<file path="src/rtl/laser_safety_pkg.sv">
package laser_safety_pkg;

  typedef enum logic [2:0] {
    ST_POWER_OFF,
    ST_INIT,
    ST_RUN,
    ST_DISABLED,
    ST_FAULT,
    ST_REINIT
  } safeState_t;

  // strobes from control to the window timer
  typedef struct packed {
    logic clrTimer;
    logic countEn;
  } timerCmd_t;

  // conditions reported back by the window timer
  typedef struct packed {
    logic initDone;
    logic resetMet;
  } timerFlags_t;

endpackage

</file>
<file path="src/rtl/laser_safety_timer.sv">
module laser_safety_timer
  import laser_safety_pkg::*;
#(
  parameter int TICK_DIV   = 50,
  parameter int INIT_TICKS = 300000,
  parameter int RST_TICKS  = 10
) (
  input  logic        clk,
  input  logic        rst_n,
  input  timerCmd_t   cmd,
  output timerFlags_t flags
);

  localparam int MAX_TICKS = (INIT_TICKS > RST_TICKS) ? INIT_TICKS : RST_TICKS;
  localparam int TICK_W    = $clog2(MAX_TICKS + 1);

  logic              tickEn;
  logic [TICK_W-1:0] tickCnt;

  generate
    if (TICK_DIV > 1) begin : g_pre
      localparam int PRE_W = $clog2(TICK_DIV);
      logic [PRE_W-1:0] preCnt;
      logic             preWrap;

      assign preWrap = (preCnt == PRE_W'(TICK_DIV - 1));

      always_ff @(posedge clk) begin
        if (!rst_n)            preCnt <= '0;
        else if (cmd.clrTimer) preCnt <= '0;
        else if (cmd.countEn)  preCnt <= preWrap ? '0 : preCnt + 1'b1;
      end

      assign tickEn = cmd.countEn && !cmd.clrTimer && preWrap;
    end else begin : g_nopre
      assign tickEn = cmd.countEn && !cmd.clrTimer;
    end
  endgenerate

  always_ff @(posedge clk) begin
    if (!rst_n)                                   tickCnt <= '0;
    else if (cmd.clrTimer)                        tickCnt <= '0;
    else if (tickEn && tickCnt != TICK_W'(MAX_TICKS)) tickCnt <= tickCnt + 1'b1;
  end

  always_comb begin
    flags.initDone = (tickCnt >= TICK_W'(INIT_TICKS));
    flags.resetMet = (tickCnt >= TICK_W'(RST_TICKS));
  end

  // a freshly started window can never report completion on its first cycle
  a_r2_clear_restarts_window: assert property (@(posedge clk) disable iff (!rst_n)
    cmd.clrTimer |=> !flags.initDone);

  // the pulse-width condition cannot be met right after a restart
  a_r7_clear_drops_pulse: assert property (@(posedge clk) disable iff (!rst_n)
    cmd.clrTimer |=> !flags.resetMet);

endmodule

</file>
<file path="src/rtl/laser_safety_fsm.sv">
module laser_safety_fsm
  import laser_safety_pkg::*;
(
  input  logic        clk,
  input  logic        rst_n,
  input  logic        vcc_good,
  input  logic        tx_disable,
  input  logic        fault_detect,
  input  timerFlags_t flags,
  output timerCmd_t   cmd,
  output logic        laser_en,
  output logic        tx_fault,
  output logic        init_busy
);

  safeState_t state, nextState;

  always_ff @(posedge clk) begin
    if (!rst_n) state <= ST_POWER_OFF;
    else        state <= nextState;
  end

  always_comb begin
    nextState = state;
    if (!vcc_good) begin
      nextState = ST_POWER_OFF;
    end else begin
      unique case (state)
        ST_POWER_OFF: nextState = ST_INIT;
        ST_INIT, ST_REINIT: begin
          if (flags.initDone) begin
            if (fault_detect)    nextState = ST_FAULT;
            else if (tx_disable) nextState = ST_DISABLED;
            else                 nextState = ST_RUN;
          end
        end
        ST_RUN: begin
          if (fault_detect)    nextState = ST_FAULT;
          else if (tx_disable) nextState = ST_DISABLED;
        end
        ST_DISABLED: begin
          if (fault_detect)     nextState = ST_FAULT;
          else if (!tx_disable) nextState = ST_RUN;
        end
        ST_FAULT: begin
          if (!tx_disable && flags.resetMet) nextState = ST_REINIT;
        end
        default: nextState = ST_POWER_OFF;
      endcase
    end
  end

  always_comb begin
    cmd.clrTimer = (nextState != state) || (state == ST_FAULT && !tx_disable);
    cmd.countEn  = (state == ST_INIT) || (state == ST_REINIT) || (state == ST_FAULT);
  end

  assign laser_en  = (state == ST_RUN);
  assign tx_fault  = (state == ST_FAULT) || (state == ST_REINIT);
  assign init_busy = (state == ST_INIT) || (state == ST_REINIT);

  // light only follows a cycle with supply good and no disable or fault
  a_r12_light_needs_clear_inputs: assert property (@(posedge clk) disable iff (!rst_n)
    laser_en |-> ($past(vcc_good) && !$past(tx_disable) && !$past(fault_detect)));

  // supply loss darkens everything on the next cycle
  a_r11_supply_loss_off: assert property (@(posedge clk) disable iff (!rst_n)
    !vcc_good |=> (!laser_en && !tx_fault && !init_busy));

  // a detected fault while operating latches the flag and kills the laser
  a_r6_fault_latches: assert property (@(posedge clk) disable iff (!rst_n)
    ((state == ST_RUN || state == ST_DISABLED) && vcc_good && fault_detect)
      |=> (tx_fault && !laser_en));

  // a release before the pulse limit keeps the fault latched
  a_r7_short_pulse_ignored: assert property (@(posedge clk) disable iff (!rst_n)
    (state == ST_FAULT && vcc_good && !tx_disable && !flags.resetMet)
      |=> (tx_fault && !init_busy));

  // a persisting fault at the end of re-initialisation latches again
  a_r10_fault_relatches: assert property (@(posedge clk) disable iff (!rst_n)
    (state == ST_REINIT && vcc_good && flags.initDone && fault_detect)
      |=> (tx_fault && !init_busy && !laser_en));

endmodule

</file>
<file path="src/rtl/laser_safety_ctrl.sv">
module laser_safety_ctrl
  import laser_safety_pkg::*;
#(
  parameter int TICK_DIV   = 50,
  parameter int INIT_TICKS = 300000,
  parameter int RST_TICKS  = 10
) (
  input  logic clk,
  input  logic rst_n,
  input  logic vcc_good,
  input  logic tx_disable,
  input  logic fault_detect,
  output logic laser_en,
  output logic tx_fault,
  output logic init_busy
);

  timerCmd_t   timerCmd;
  timerFlags_t timerFlags;

  laser_safety_fsm u_fsm (
    .clk          (clk),
    .rst_n        (rst_n),
    .vcc_good     (vcc_good),
    .tx_disable   (tx_disable),
    .fault_detect (fault_detect),
    .flags        (timerFlags),
    .cmd          (timerCmd),
    .laser_en     (laser_en),
    .tx_fault     (tx_fault),
    .init_busy    (init_busy)
  );

  laser_safety_timer #(
    .TICK_DIV   (TICK_DIV),
    .INIT_TICKS (INIT_TICKS),
    .RST_TICKS  (RST_TICKS)
  ) u_timer (
    .clk   (clk),
    .rst_n (rst_n),
    .cmd   (timerCmd),
    .flags (timerFlags)
  );

endmodule

</file>
<file path="config.mk">
export PLATFORM = sky130hd
export DESIGN_NAME = laser_safety_ctrl
export DESIGN_NICKNAME = d
export VERILOG_FILES = /design/src/rtl/laser_safety_pkg.sv /design/src/rtl/laser_safety_timer.sv /design/src/rtl/laser_safety_fsm.sv /design/src/rtl/laser_safety_ctrl.sv
export SDC_FILE = /design/constraint.sdc
export NUM_CORES = 1
export LEC_CHECK = 0
export ABC_CLOCK_PERIOD_IN_PS = 2950
export CAP_MARGIN = 20
export CORE_AREA = 2 2 81 83
export CTS_CLUSTER_DIAMETER = 120
export DETAILED_ROUTE_END_ITERATION = 8
export DIE_AREA = 0 0 83 85
export PLACE_DENSITY = 0.46
export SYNTH_ARGS = -nofsm -noshare
export SYNTH_HDL_FRONTEND = slang
export SYNTH_HIERARCHICAL = 1
export SYNTH_SLANG_ARGS = --single-unit
</file>
<file path="constraint.sdc">
create_clock -name clk -period 2.95 [get_ports clk]
set_input_delay 0.4425 -clock clk [delete_from_list [all_inputs] [get_ports clk]]
set_output_delay 0.4425 -clock clk [all_outputs]
set_load 0.03 [all_outputs]
</file>
# Word level (Yosys, flattened, before mapping)
# Index checks and enable logic that the tools add are counted.
word_totals:
  ff_bits: 28
  input_bits: 5
  out_inout_bits: 3
  wordCells: 41
classes:
  add_sub_neg: 2
  order_cmp: 2
  n_eq_ne: 8
  muxes: 11
  n_bitwise: 1
  n_reduce_logical: 14
op_table:
  columns: ["cell", "count"]
  rows:
  - ["$mux 3", 8]
  - ["$add 19x1->19 const B", 1]
  - ["$ge 19x19->1 const B", 1]
  - ["$ge 19x4->1 const B", 1]
  - ["$ne 19x19->1 const B", 1]
  - ["$pmux 3 s5", 1]
  - ["$add 6x1->6 const B", 1]
  - ["$eq 3x2->1 const B", 2]
  - ["$eq 3x3->1 const B", 2]
  - ["$eq 6x6->1 const B", 1]
  - ["$mux 6", 1]
  - ["$logic_and 1x1->1", 5]
  - ["$logic_or 1x1->1", 4]
  - ["$reduce_or 2->1", 2]
  - ["$eq 3x1->1 const B", 1]
  - ["$logic_not 3->1", 1]
  - ["$ne 3x3->1", 1]
  - ["$logic_not 1->1", 2]
  - ["$mux 1", 1]
  - ["$not 1->1", 1]

# Longest topological paths before layout
logic_depth:
  word_depth: 11
  ltp_mapped: 14
  mapped_depth_nobuf: 12

# Modules after synthesis
# Netlist, hierarchy kept.
by_module_without_submodules:
  columns: ["mod", "instances", "cells_each", "area_per_inst_um2", "seq_area_each_um2"]
  rows:
  - ["laser_safety_timer", 1, 161, 1362.6, 500.5]
  - ["laser_safety_fsm", 1, 37, 307.8, 60.1]

# Least setup slack after synthesis
# OpenSTA, ideal clock, no wires.
synth_timing:
  path_type: "register -> register"
  startpoint: "register u_timer.tickCnt[10]"
  endpoint: "register u_timer.tickCnt[12]"
  setup_time_ps: 71
  t_arrival_ps: 3143
  required_time_ps: 2879
  slack_ps: -264
  stages_incl_launch_ff: 13
  n_path_buf: 1
  period_less_slack_ps: 3214
  cell_sequence: "dfxtp_1 > or4_1 > a21oi_1 > nor2_1 > o31a_1 > a311o_1 > a211oi_2 > nand3b_1 > nand2b_1 > or4_4 > buf_2 > or3_1 > a21oi_1"
synth_rtl:
  columns: ["item", "line_no", "rtl"]
  rows:
  - ["from (decl)", "laser_safety_timer.sv:18", "logic [TICK_W-1:0] tickCnt;"]
  - ["from (signal assigned)", "laser_safety_timer.sv:43", "else if (tickEn && tickCnt != TICK_W'(MAX_TICKS)) tickCnt <= tickCnt + 1'b1;"]

==> flow_metrics.tcl <==
set metrics [dict create \
    worstRegToRegCells 11 \
    portBuffers 7 \
    start_util_pct 26.9 \
    worst_pin_slew_ns 0.818 \
    finClkSkew_ns 0.00694 \
    grt_overflow 0 \
    synth-edff-count 0 \
    final.setup.worst_slack_ns -0.181 \
    critPathCaptureType "register" \
    p_per_area_nw_per_um2 298 \
    clk_path_buf_depth 2 \
    seqPwrFrac_pct 58.4 \
    h-tree-depth 1 \
    cts.hold.buffers_added 0 \
    ys_seq_area_share_pct 33.6 \
    holdPathEnd "u_timer/tickCnt[0]" \
    final_layout_size_suffix_gt1_share_pct 27.2 \
    fin_crit_ns 3.13 \
    clock_latency_ns 0.27 \
    via_per_inst 5.05 \
    cts_sinks 28 \
    postLayoutCellArea_sq_um 2200 \
    grt_pass1_vias 1614 \
    clkPwrFrac_pct 32.5 \
    swShare_pct 23.7 \
    dp_hpwl_microns 2860 \
    fillers 644 \
    drt-initial-drc-count 82 \
    max_slew_margin_pct 45.0 \
    drv_cap 0 \
    cts_tree "done" \
    synth_area_leaders "dfxtp_1, a21oi_1, nand2_1" \
    async_flop_share_pct 0 \
    gp_congestion 0.750 \
    intPower_mw 0.500 \
    setup_viol 15 \
    vias 1575 \
    vdd_drop_max_mv 0.137 \
    synth_commonest_cells "dfxtp_1, nand2_1, a21oi_1" \
    drtPass1Iterations 5 \
    comb_power_share_pct 9.1 \
    numCtsBuffers 3 \
    synth_area_sq_um 1670 \
    hold_path.startpoint "u_timer/tickCnt[0]" \
    yosysTopAreaCellShare_pct 33.6 \
    syn_inst 198 \
    hold_class "reg2reg" \
    place_area_sq_um 2010 \
    seq_area_sq_um 562 \
    crit_arrival_ns 3.34 \
    ioPinCount 8 \
    grt_use_total_pct 12.6 \
    die_y_microns 85 \
    yosysTopAreaCell "dfxtp_1" \
    grt_max_degree 15 \
    hold_viol 0 \
    synth_cell_type_count 48 \
    ys.flop_type "dfxtp_1" \
    fin_crit_sh_pct 106 \
    required_ns 3.16 \
    antenna_found_initial 0 \
    rows 29 \
    wire_per_inst_microns 13.7 \
    reg2reg_from "u_timer/tickCnt[13]" \
    drc 0 \
    multi_input_area_sq_um 1110 \
    p_leak_nw 0.753 \
    start_kind "register" \
    wirelength_microns 4280 \
    areaGrowthSynthToFinish_pct 31.7 \
    yosysWarnings 6 \
    hold_path_depth 2 \
    ant_nets 0 \
    maxSlewViolCount 0 \
    synth_area_per_cell_sq_um 8.44 \
    critical_path_class "reg2reg" \
    post-synth-top-count-cell "dfxtp_1" \
    antenna_cells 0 \
    outcome "complete, but fails checks" \
    timing.rr.end "u_timer/tickCnt[16]" \
    fin_nets 246 \
    die_area_sq_um 7060 \
    violations "setup timing" \
    rsz0062_at_grt "yes" \
    switching_power_mw 0.155 \
    clk_pin_slew_worst_paths_ns 0.10 \
    cts_root_buf "clkbuf_8" \
    core_sq_um 6200 \
    synth-seq-cells 28 \
    die_w_microns 83 \
    holdWs_ns 0.515 \
    synth_nets 207 \
    fmax_ghz 0.319 \
    reg2reg_slack_ns -0.18 \
    grt_pass1_wl_microns 7380 \
    worst-path-max-fanout 6 \
]
[area by class of cell]
type / instances / share of cell area [%]
Inverter: 11 / 1.88
Sequential cell: 28 / 25.5
Clock buffer: 3 / 1.88
Tap cell: 77 / 4.38
Timing Repair Buffer: 43 / 15.8
Multi-Input combinational cell: 150 / 50.5
[flip-flops by register name, summed over array words and instances, names as in the netlist]
register	flops
u_timer/tickCnt	19
u_fsm/state	3
u_timer/g_pre.preCnt	6
[metal layers]
metal	vias to the layer above	wire [microns]	GRT usage [%]
li1	807	-	-
met1	756	2160	16.8
met2	10	2000	21.0
met3	2	85	1.95
met4	0	30	4.02
met5	-	0	0
[power groups by stage]
| stage | clock (mW) | sequential (mW) | combinational (mW) |
|---|---|---|---|
| 2_1_floorplan | 0 | 0.390 | 0.0286 |
| 3_3_place_gp | 0 | 0.391 | 0.0500 |
| 3_5_place_dp | 0 | 0.391 | 0.0500 |
| 4_1_cts | 0.223 | 0.383 | 0.0577 |
| 5_1_grt | 0.241 | 0.383 | 0.0657 |
| 6_report | 0.213 | 0.383 | 0.0598 |
[cells by family (layout without fill, tap and decap cells)]
logic type	count (synthesis)	in the layout	synth area share, %
XOR/XNOR	8	8	4.19
AO/OA/AOI/OAI	42	42	16.3
adder cells (fa/ha/maj)	4	4	3.00
flip-flops	28	28	33.6
multiplexers	6	6	3.67
buffers and inverters	21	57	6.82
AND/OR/NAND/NOR	89	90	32.4
[metrics by stage]
stage / std cells / setup slack (ns) / total power [mW] / setup TNS, ns / util (%)
floorplan: 198 / -0.187 / 0.418 / -1.12 / -
global placement: 304 / -0.244 / 0.441 / -2.64 / 32.4
detailed placement: 304 / -0.294 / 0.441 / -3.16 / 32.4
CTS: 310 / -0.240 / 0.664 / -2.23 / 34.7
global route: 312 / -0.359 / 0.690 / -4.62 / 35.5
finish: 312 / -0.181 / 0.656 / -1.47 / 35.5
[how the worst max path moves through the flow]
stage                              startpoint             endpoint  slack [ns]  depth (start not counted)
after floorplan           u_timer/tickCnt[13]  u_timer/tickCnt[12]       -0.19                         12
after global placement    u_timer/tickCnt[13]  u_timer/tickCnt[18]       -0.24                         11
after detailed placement  u_timer/tickCnt[13]  u_timer/tickCnt[18]       -0.29                         11
after CTS                 u_timer/tickCnt[13]  u_timer/tickCnt[16]       -0.24                         11
after global routing      u_timer/tickCnt[13]  u_timer/tickCnt[16]       -0.36                         11
final                     u_timer/tickCnt[13]  u_timer/tickCnt[16]       -0.18                         11
[timing repair]
action,CTS,global route
gates cloned,1,0
hold endpoints to repair,0,0
pin swaps,4,6
endpoints found under the setup margin,16,25
resized for setup,16,10
setup buffers,2,2
[worst max-delay path: stages, from the launching register on]
cell	delay, ns
dfxtp_2	0.33
or4_4	0.53
a21oi_2	0.11
nor2_1	0.05
o31a_1	0.29
a311o_1	0.29
a211oi_2	0.17
nand3b_1	0.13
nand2b_4	0.16
or4_4	0.46
or4_1	0.41
a21oi_1	0.13
[cells in the final DEF (no fill, tap or decap), drive strengths merged, types with 3 or more instances in the layout]
cell / count
nand4: 6
nand2b: 5
o21ai: 10
buf: 36
a211oi: 3
ha: 4
dfxtp: 28
xnor2: 4
xor2: 4
mux2i: 5
nand2: 16
clkdlybuf4s50: 7
nor2: 12
nor4: 6
nor3b: 3
or3: 9
o31ai: 7
a21oi: 14
inv: 11
nand3: 7
or4: 9
clkbuf: 3
Note: power is estimated with default switching activity, not from simulation.
